$ cat config.mk
export PLATFORM = sky130hd
export DESIGN_NAME = qei_counter
export DESIGN_NICKNAME = d
export VERILOG_FILES = /design/src/rtl/qei_pkg.sv /design/src/rtl/qei_prescale.sv /design/src/rtl/qei_filter.sv /design/src/rtl/qei_decode.sv /design/src/rtl/qei_poscnt.sv /design/src/rtl/qei_counter.sv
export SDC_FILE = /design/constraint.sdc
export NUM_CORES = 1
export LEC_CHECK = 0
export BUFFER_PORTS_ARGS = -buffer_cell sky130_fd_sc_hd__buf_2
export CAP_MARGIN = 20
export CELL_PAD_IN_SITES_DETAIL_PLACEMENT = 1
export CELL_PAD_IN_SITES_GLOBAL_PLACEMENT = 1
export CORE_ASPECT_RATIO = 2
export CORE_MARGIN = 2
export CORE_UTILIZATION = 45
export CTS_CLUSTER_DIAMETER = 100
export CTS_CLUSTER_SIZE = 12
export DETAILED_ROUTE_END_ITERATION = 10
export PLACE_DENSITY = 0.89
export SETUP_SLACK_MARGIN = 0.15
export SLEW_MARGIN = 20
export SYNTH_ARGS = -nofsm -noshare
export SYNTH_HDL_FRONTEND = slang
export SYNTH_SLANG_ARGS = --single-unit
$ cat constraint.sdc
create_clock -name clk -period 6.1 [get_ports clk]
set_clock_uncertainty 0.15 [all_clocks]
set_input_delay 0.61 -clock clk [delete_from_list [all_inputs] [get_ports clk]]
set_output_delay 0.61 -clock clk [all_outputs]
set_load 0.1 [all_outputs]
$ cat src/rtl/qei_pkg.sv
package qei_pkg;

   localparam int DIV_W = 3;

   typedef enum logic [2:0] {
      QM_OFF    = 3'b000,
      QM_TIMER  = 3'b001,
      QM_RSV2   = 3'b010,
      QM_RSV3   = 3'b011,
      QM_X2_IDX = 3'b100,
      QM_X2_LIM = 3'b101,
      QM_X4_IDX = 3'b110,
      QM_X4_LIM = 3'b111
   } qmode_e;

   typedef struct packed {
      logic             filt_en;
      logic [DIV_W-1:0] div;
      logic             tdir;
      qmode_e           mode;
   } qctrl_t;

   localparam logic [1:0] A_CTRL = 2'd0;
   localparam logic [1:0] A_POS  = 2'd1;
   localparam logic [1:0] A_LIM  = 2'd2;
   localparam logic [1:0] A_STAT = 2'd3;

endpackage

$ cat src/rtl/qei_prescale.sv
module qei_prescale #(
   parameter int DIV_W = 3
) (
   input  logic             clk,
   input  logic             rst_n,
   input  logic [DIV_W-1:0] div,
   output logic             tick
);
   localparam int PRE_W = (1 << DIV_W) - 1;

   if (DIV_W < 1 || DIV_W > 4) begin : g_bad_div
      $error("qei_prescale: DIV_W out of range");
   end

   logic [PRE_W-1:0] pre_q;
   logic [PRE_W:0]   span;

   always_comb begin
      span = ({{PRE_W{1'b0}}, 1'b1} << div) - 1'b1;
      tick = (pre_q & span[PRE_W-1:0]) == span[PRE_W-1:0];
   end

   always_ff @(posedge clk or negedge rst_n) begin
      if (!rst_n) pre_q <= '0;
      else        pre_q <= pre_q + 1'b1;
   end

   p_tick_div0_r3 : assert property (@(posedge clk) disable iff (!rst_n)
      (div == '0) |-> tick);
endmodule

$ cat src/rtl/qei_filter.sv
module qei_filter #(
   parameter int DEPTH = 3
) (
   input  logic clk,
   input  logic rst_n,
   input  logic tick,
   input  logic en,
   input  logic din,
   output logic dout
);
   if (DEPTH < 2) begin : g_bad_depth
      $error("qei_filter: DEPTH must be at least 2");
   end

   logic [DEPTH-2:0] hist_q;
   logic [DEPTH-2:0] hist_nx;
   logic             agree;
   logic             held_q;

   if (DEPTH > 2) begin : g_long
      assign hist_nx = {hist_q[DEPTH-3:0], din};
   end else begin : g_short
      assign hist_nx = din;
   end

   assign agree = (&{hist_q, din}) | ~(|{hist_q, din});

   always_ff @(posedge clk or negedge rst_n) begin
      if (!rst_n) begin
         hist_q <= '0;
         held_q <= 1'b0;
      end else if (tick) begin
         hist_q <= hist_nx;
         if (agree) held_q <= din;
      end
   end

   assign dout = en ? held_q : din;

   p_change_on_tick_r2 : assert property (@(posedge clk) disable iff (!rst_n)
      !$stable(held_q) |-> $past(tick));
   p_change_follows_in_r2 : assert property (@(posedge clk) disable iff (!rst_n)
      !$stable(held_q) |-> (held_q == $past(din)));
endmodule

$ cat src/rtl/qei_decode.sv
module qei_decode (
   input  logic clk,
   input  logic rst_n,
   input  logic x4,
   input  logic pa,
   input  logic pb,
   input  logic pi,
   output logic step,
   output logic up,
   output logic idx_rise,
   output logic idx_fall
);
   logic pa_q, pb_q, pi_q;
   logic da, db;

   always_ff @(posedge clk or negedge rst_n) begin
      if (!rst_n) begin
         pa_q <= 1'b0;
         pb_q <= 1'b0;
         pi_q <= 1'b0;
      end else begin
         pa_q <= pa;
         pb_q <= pb;
         pi_q <= pi;
      end
   end

   always_comb begin
      da       = pa ^ pa_q;
      db       = pb ^ pb_q;
      step     = x4 ? (da ^ db) : (da & ~db);
      up       = da ? (pa ^ pb) : ~(pa ^ pb);
      idx_rise = pi & ~pi_q;
      idx_fall = ~pi & pi_q;
   end

   p_no_double_step_r6 : assert property (@(posedge clk) disable iff (!rst_n)
      (pa != pa_q && pb != pb_q) |-> !step);
endmodule

$ cat src/rtl/qei_poscnt.sv
module qei_poscnt
   import qei_pkg::*;
#(
   parameter int CNT_W = 16
) (
   input  logic             clk,
   input  logic             rst_n,
   input  qmode_e           mode,
   input  logic             tdir,
   input  logic             step,
   input  logic             up,
   input  logic             idx_rise,
   input  logic             idx_fall,
   input  logic             wr_pos,
   input  logic             wr_lim,
   input  logic [CNT_W-1:0] wdata,
   output logic [CNT_W-1:0] cnt,
   output logic [CNT_W-1:0] lim,
   output logic             dir,
   output logic             roll,
   output logic             under
);
   logic mv, mup, idx_hit, at_top, at_bot;

   always_comb begin
      mv  = 1'b0;
      mup = 1'b0;
      if (mode == QM_TIMER) begin
         mv  = 1'b1;
         mup = tdir;
      end else if (mode[2]) begin
         mv  = step;
         mup = up;
      end
      idx_hit = mode[2] & ~mode[0] & ((idx_rise & dir) | (idx_fall & ~dir));
      at_top  = mv &  mup & (cnt == lim);
      at_bot  = mv & ~mup & (cnt == '0);
   end

   always_ff @(posedge clk or negedge rst_n) begin
      if (!rst_n) begin
         cnt   <= '0;
         lim   <= '1;
         dir   <= 1'b0;
         roll  <= 1'b0;
         under <= 1'b0;
      end else begin
         roll  <= ~wr_pos & ~idx_hit & at_top;
         under <= ~wr_pos & ~idx_hit & at_bot;
         if (wr_lim) lim <= wdata;
         if (wr_pos)       cnt <= wdata;
         else if (idx_hit) cnt <= dir ? '0 : lim;
         else if (at_top)  cnt <= '0;
         else if (at_bot)  cnt <= lim;
         else if (mv)      cnt <= mup ? cnt + 1'b1 : cnt - 1'b1;
         if (mode == QM_TIMER)     dir <= tdir;
         else if (mode[2] && step) dir <= up;
      end
   end

   p_roll_zero_r7 : assert property (@(posedge clk) disable iff (!rst_n)
      roll |-> (cnt == '0));
   p_under_lim_r8 : assert property (@(posedge clk) disable iff (!rst_n)
      under |-> (cnt == $past(lim)));
   p_one_pulse_r7 : assert property (@(posedge clk) disable iff (!rst_n)
      !(roll && under));
   p_off_hold_r10 : assert property (@(posedge clk) disable iff (!rst_n)
      ($past(mode[2:1]) == 2'b01 || $past(mode) == QM_OFF) && !$past(wr_pos)
      |-> $stable(cnt));
   p_unit_step_r4 : assert property (@(posedge clk) disable iff (!rst_n)
      !$past(wr_pos) && !$past(idx_hit) && !roll && !under
      |-> (cnt == $past(cnt) || cnt == CNT_W'($past(cnt) + 1'b1)
           || cnt == CNT_W'($past(cnt) - 1'b1)));
endmodule

$ cat src/rtl/qei_counter.sv
module qei_counter
   import qei_pkg::*;
#(
   parameter int CNT_W      = 16,
   parameter int FILT_DEPTH = 3
) (
   input  logic             clk,
   input  logic             rst_n,
   input  logic             enc_a,
   input  logic             enc_b,
   input  logic             enc_idx,
   input  logic             wr_en,
   input  logic [1:0]       wr_addr,
   input  logic [CNT_W-1:0] wr_data,
   input  logic [1:0]       rd_addr,
   output logic [CNT_W-1:0] rd_data,
   output logic [CNT_W-1:0] pos_o,
   output logic             dir_o,
   output logic             irq_roll,
   output logic             irq_under
);
   localparam int CTRL_W = $bits(qctrl_t);
   localparam int N_IN   = 3;

   if (CNT_W < CTRL_W) begin : g_bad_width
      $error("qei_counter: CNT_W narrower than the control word");
   end

   qctrl_t           ctrl_q;
   logic             tick;
   logic [N_IN-1:0]  raw, filt;
   logic             step, up, idx_rise, idx_fall;
   logic [CNT_W-1:0] cnt, lim;
   logic             dir;

   always_ff @(posedge clk or negedge rst_n) begin
      if (!rst_n)                           ctrl_q <= '0;
      else if (wr_en && wr_addr == A_CTRL)  ctrl_q <= qctrl_t'(wr_data[CTRL_W-1:0]);
   end

   qei_prescale #(.DIV_W(DIV_W)) u_pre (
      .clk(clk), .rst_n(rst_n), .div(ctrl_q.div), .tick(tick)
   );

   assign raw = {enc_idx, enc_b, enc_a};

   for (genvar k = 0; k < N_IN; k++) begin : g_filt
      qei_filter #(.DEPTH(FILT_DEPTH)) u_f (
         .clk(clk), .rst_n(rst_n), .tick(tick), .en(ctrl_q.filt_en),
         .din(raw[k]), .dout(filt[k])
      );
   end

   qei_decode u_dec (
      .clk(clk), .rst_n(rst_n), .x4(ctrl_q.mode[1]),
      .pa(filt[0]), .pb(filt[1]), .pi(filt[2]),
      .step(step), .up(up), .idx_rise(idx_rise), .idx_fall(idx_fall)
   );

   qei_poscnt #(.CNT_W(CNT_W)) u_cnt (
      .clk(clk), .rst_n(rst_n), .mode(ctrl_q.mode), .tdir(ctrl_q.tdir),
      .step(step), .up(up), .idx_rise(idx_rise), .idx_fall(idx_fall),
      .wr_pos(wr_en && wr_addr == A_POS), .wr_lim(wr_en && wr_addr == A_LIM),
      .wdata(wr_data), .cnt(cnt), .lim(lim), .dir(dir),
      .roll(irq_roll), .under(irq_under)
   );

   always_comb begin
      case (rd_addr)
         A_CTRL:  rd_data = {{(CNT_W-CTRL_W){1'b0}}, ctrl_q};
         A_POS:   rd_data = cnt;
         A_LIM:   rd_data = lim;
         default: rd_data = {{(CNT_W-1){1'b0}}, dir};
      endcase
   end

   assign pos_o = cnt;
   assign dir_o = dir;

   p_pos_write_r12 : assert property (@(posedge clk) disable iff (!rst_n)
      $past(wr_en) && $past(wr_addr) == A_POS |-> (pos_o == $past(wr_data)));
endmodule

==> results.tsv <==
stage	metric	value	unit
status	outcome	completed	
logic_synthesis	post-synthesis sequential area ratio	0.397	
routing	final WL	13.6	mm
logic_synthesis	syn nets	444	
logic_synthesis	count of cell types in the netlist	57	
logic_synthesis	synth top area cells	dfrtp_1, dfstp_2, mux2_2	
cells_and_area	Layout area overhead	15.4	%
cells_and_area	ANT cells	0	
cells_and_area	Final Core Density	0.533	
critical_path	Worst Setup End Kind	register	
floorplanning	I/O pins	61	
clock_network	CTS max path bufs	2	
clock_network	TritonCTS clock tree	yes	
cells_and_area	share of post-route cells with drive strength above 1	0.297	
floorplanning	die height	137	um
critical_path	startpoint types	register	
floorplanning	DIE WIDTH	70.4	um
power_and_ir_drop	LEAKAGE	0.00194	uW
worst_hold_path	worst min path class	in2async	
routing	drt pass-1 iters	5	
global_routing	first-pass GRT wire length	21.4	mm
logic_synthesis	ys async rst share	1.00	
place	global placer's final weighted congestion	0.927	
global_routing	initial antenna violation count	0	
place	hpwl dp	9.96	mm
clock_network	cts repair resizes	0	
place	pre-CTS setup slack	1.87	ns
global_routing	total gr overflow	0	
logic_synthesis	Post-synth top flop	dfrtp_1	
timing	Max transition margin	0.286	
routing	DRT antenna net count	0	
power_and_ir_drop	Peak VDD IR	0.359	mV
routing	WL per Instance	24.1	um
logic_synthesis	Seq cells post-synth	62	
timing	post-layout min period	4.07	ns
floorplanning	core area	0.00859	mm^2
routing	vias per inst	6.41	
critical_path	Worst EP required	6.16	ns
logic_synthesis	synth warn	0	
global_routing	vias in the first global route	4054	
cells_and_area	Fill cells	979	
timing	Setup-failing EPs final	0	
timing	Slew Limit Fails	0	
place	placed cells	548	
cells_and_area	Layout Nets	489	
floorplanning	Starting Density	0.461	
power_and_ir_drop	PwrDens	603	mW/mm^2
logic_synthesis	Avg Synthesized Cell Area	9.57	um^2
critical_path	Arr. time, crit path	4.13	ns
critical_path	Reg2Reg Depth	12	
clock_network	Num CTS Buffers	9	
critical_path	RR Startpoint	ctrl_q[7]$_DFFE_PN0P_	
routing	via count	3617	
clock_network	Post-CTS Hold Buffers	0	
timing	fin crit share	0.667	
clock_network	Sink Count	62	
timing	RSZ-0062 raised after global routing	false	
place	IO Port Bufs	60	
critical_path	r2r endpoint	u_cnt.cnt[12]$_DFFE_PN0P_	
timing	Hold Vio Cnt, Final	0	
logic_synthesis	Post-synth EDFFs	0	
floorplanning	# rows	48	
timing	TNS Setup	0	ns
logic_synthesis	post-synthesis cell count	414	
routing	# DRC	0	
critical_path	Setup Crit Path Kind	reg2reg	
critical_path	Worst Setup SP	ctrl_q[7]$_DFFE_PN0P_	
logic_synthesis	cell taking the most area after synthesis	dfrtp_1	
logic_synthesis	share of the synthesized area in the top cell type	0.290	
routing	1st-iter DRT viols	261	
logic_synthesis	Post-Syn Area	0.00396	mm^2
timing	final setup margin	2.03	ns
timing	Slew @ Worst Pin	1.07	ns
global_routing	Total GRT Usage	0.293	
clock_network	worst skew pair latency	0.34	ns
clock_network	CTS root buf	clkbuf_16	
timing	Peak Freq	246	MHz
clock_network	Worst-path clk slew	0.06	ns
clock_network	H-tree depth	3	
critical_path	crit path max fanout	16	
timing	Hold WS	0.290	ns
critical_path	flop2flop setup slack	2.03	ns
clock_network	Post-CTS Setup Inserts	0	
global_routing	largest net degree at the start of global routing	63	
job	max cap viols	0	
cells_and_area	Post-Layout Cell Count	564	
floorplanning	Die Footprint	0.00962	mm^2
-- synthesized netlist by cell type (3+ instances only) --
cell type,n
inv_1,7
dfstp_2,16
mux2i_1,11
nand2_1,33
nand3_1,9
clkbuf_1,23
o21ai_0,19
xor2_1,20
nor2_1,28
a221oi_1,5
xnor2_1,16
nand4_1,6
nor3_1,11
nor3b_1,3
ha_1,4
o211ai_1,6
o22ai_1,13
a22o_1,8
and3_1,5
a31oi_1,6
or4_1,3
buf_2,4
nor4_1,10
dfrtp_1,46
nor2b_1,3
mux2_2,32
buf_6,3
a21oi_1,20
a211oi_1,5
or3_1,4
-- worst max-delay path: stages (launching register included) --
cell	delay (ns)
dfrtp_1	0.47
mux2i_2	0.41
mux2i_2	0.39
or2_1	0.64
xnor2_1	0.19
ha_1	0.30
nor3_1	0.07
nand2_1	0.16
nor2_1	0.05
o2bb2ai_1	0.32
or4b_1	0.48
a31oi_1	0.20
o21ai_0	0.10
-- metrics by stage --
step                total power [uW]  area (um^2)
detailed placement              2230         4280
floorplan                       1900         3960
global route                    2880         4570
finish                          2760         4570
global placement                2190         4280
CTS                             2760         4570
-- final cells by class --
| class | instances | area, um^2 | area share |
|---|---|---|---|
| Sequential cell | 62 | 1570 | 0.344 |
| Clock inverter | 4 | 47.5 | 0.0104 |
| Tap cell | 100 | 125 | 0.0274 |
| Multi-Input combinational cell | 314 | 2220 | 0.485 |
| Clock buffer | 12 | 246 | 0.0539 |
| Timing Repair Buffer | 64 | 330 | 0.0722 |
| Inverter | 8 | 35.0 | 0.00766 |
-- cells in the final DEF (no fill, tap or decap), types with 4 or more instances in the layout --
master and n:
a211oi_1 5, a21oi_1 20, a221oi_1 5, a22o_1 8
a31oi_1 6, and3_1 5, buf_2 60, buf_4 4
clkbuf_16 9, dfrtp_1 46, dfstp_2 16, ha_1 4
inv_1 7, mux2_2 32, mux2i_1 11, nand2_1 33
nand3_1 9, nand4_1 6, nor2_1 28, nor3_1 11
nor4_1 10, o211ai_1 6, o21ai_0 19, o22ai_1 13
or3_1 4, xnor2_1 16, xor2_1 20
-- registers in the layout (all words and copies together) (netlist names) --
signal             flops
u_cnt.cnt             16
u_cnt.lim             16
g_filt.u_f.held_q      3
u_cnt.roll             1
u_cnt.dir              1
u_pre.pre_q            7
u_cnt.under            1
ctrl_q                 8
u_dec.pi_q             1
u_dec.pa_q             1
u_dec.pb_q             1
g_filt.u_f.hist_q      6
-- power by group --
part           internal (uW)  switching, uW
registers                541            236
clock network            326            189
logic                    397           1070
-- worst max path at each step --
stage / to / depth (start not counted)
after global routing: u_cnt.cnt[12]$_DFFE_PN0P_ / 12
final: u_cnt.cnt[12]$_DFFE_PN0P_ / 12
after floorplan: rd_data[1] / 3
after CTS: u_cnt.cnt[12]$_DFFE_PN0P_ / 12
after detailed placement: u_cnt.cnt[12]$_DFFE_PN0P_ / 13
after global placement: u_cnt.cnt[12]$_DFFE_PN0P_ / 13
-- logic make-up (layout without fill, tap and decap cells) --
group,Yosys count,after routing,synth area share
mux,46,46,0.131
fa+ha+maj,4,4,0.0126
buf+inv,38,88,0.0442
compound gates,99,99,0.169
xor+xnor,36,36,0.0796
simple gates,129,129,0.167
flops,62,62,0.397
-- per-layer routing --
layer  up-vias  track usage  routed length [um]
met5         -            0                   0
met4         0        0.236                1140
met3        66       0.0479                 482
met2       129        0.529                7360
met1      1792        0.288                4620
li1       1630            -                   -
No activity file was read; power rests on OpenSTA's default activity.
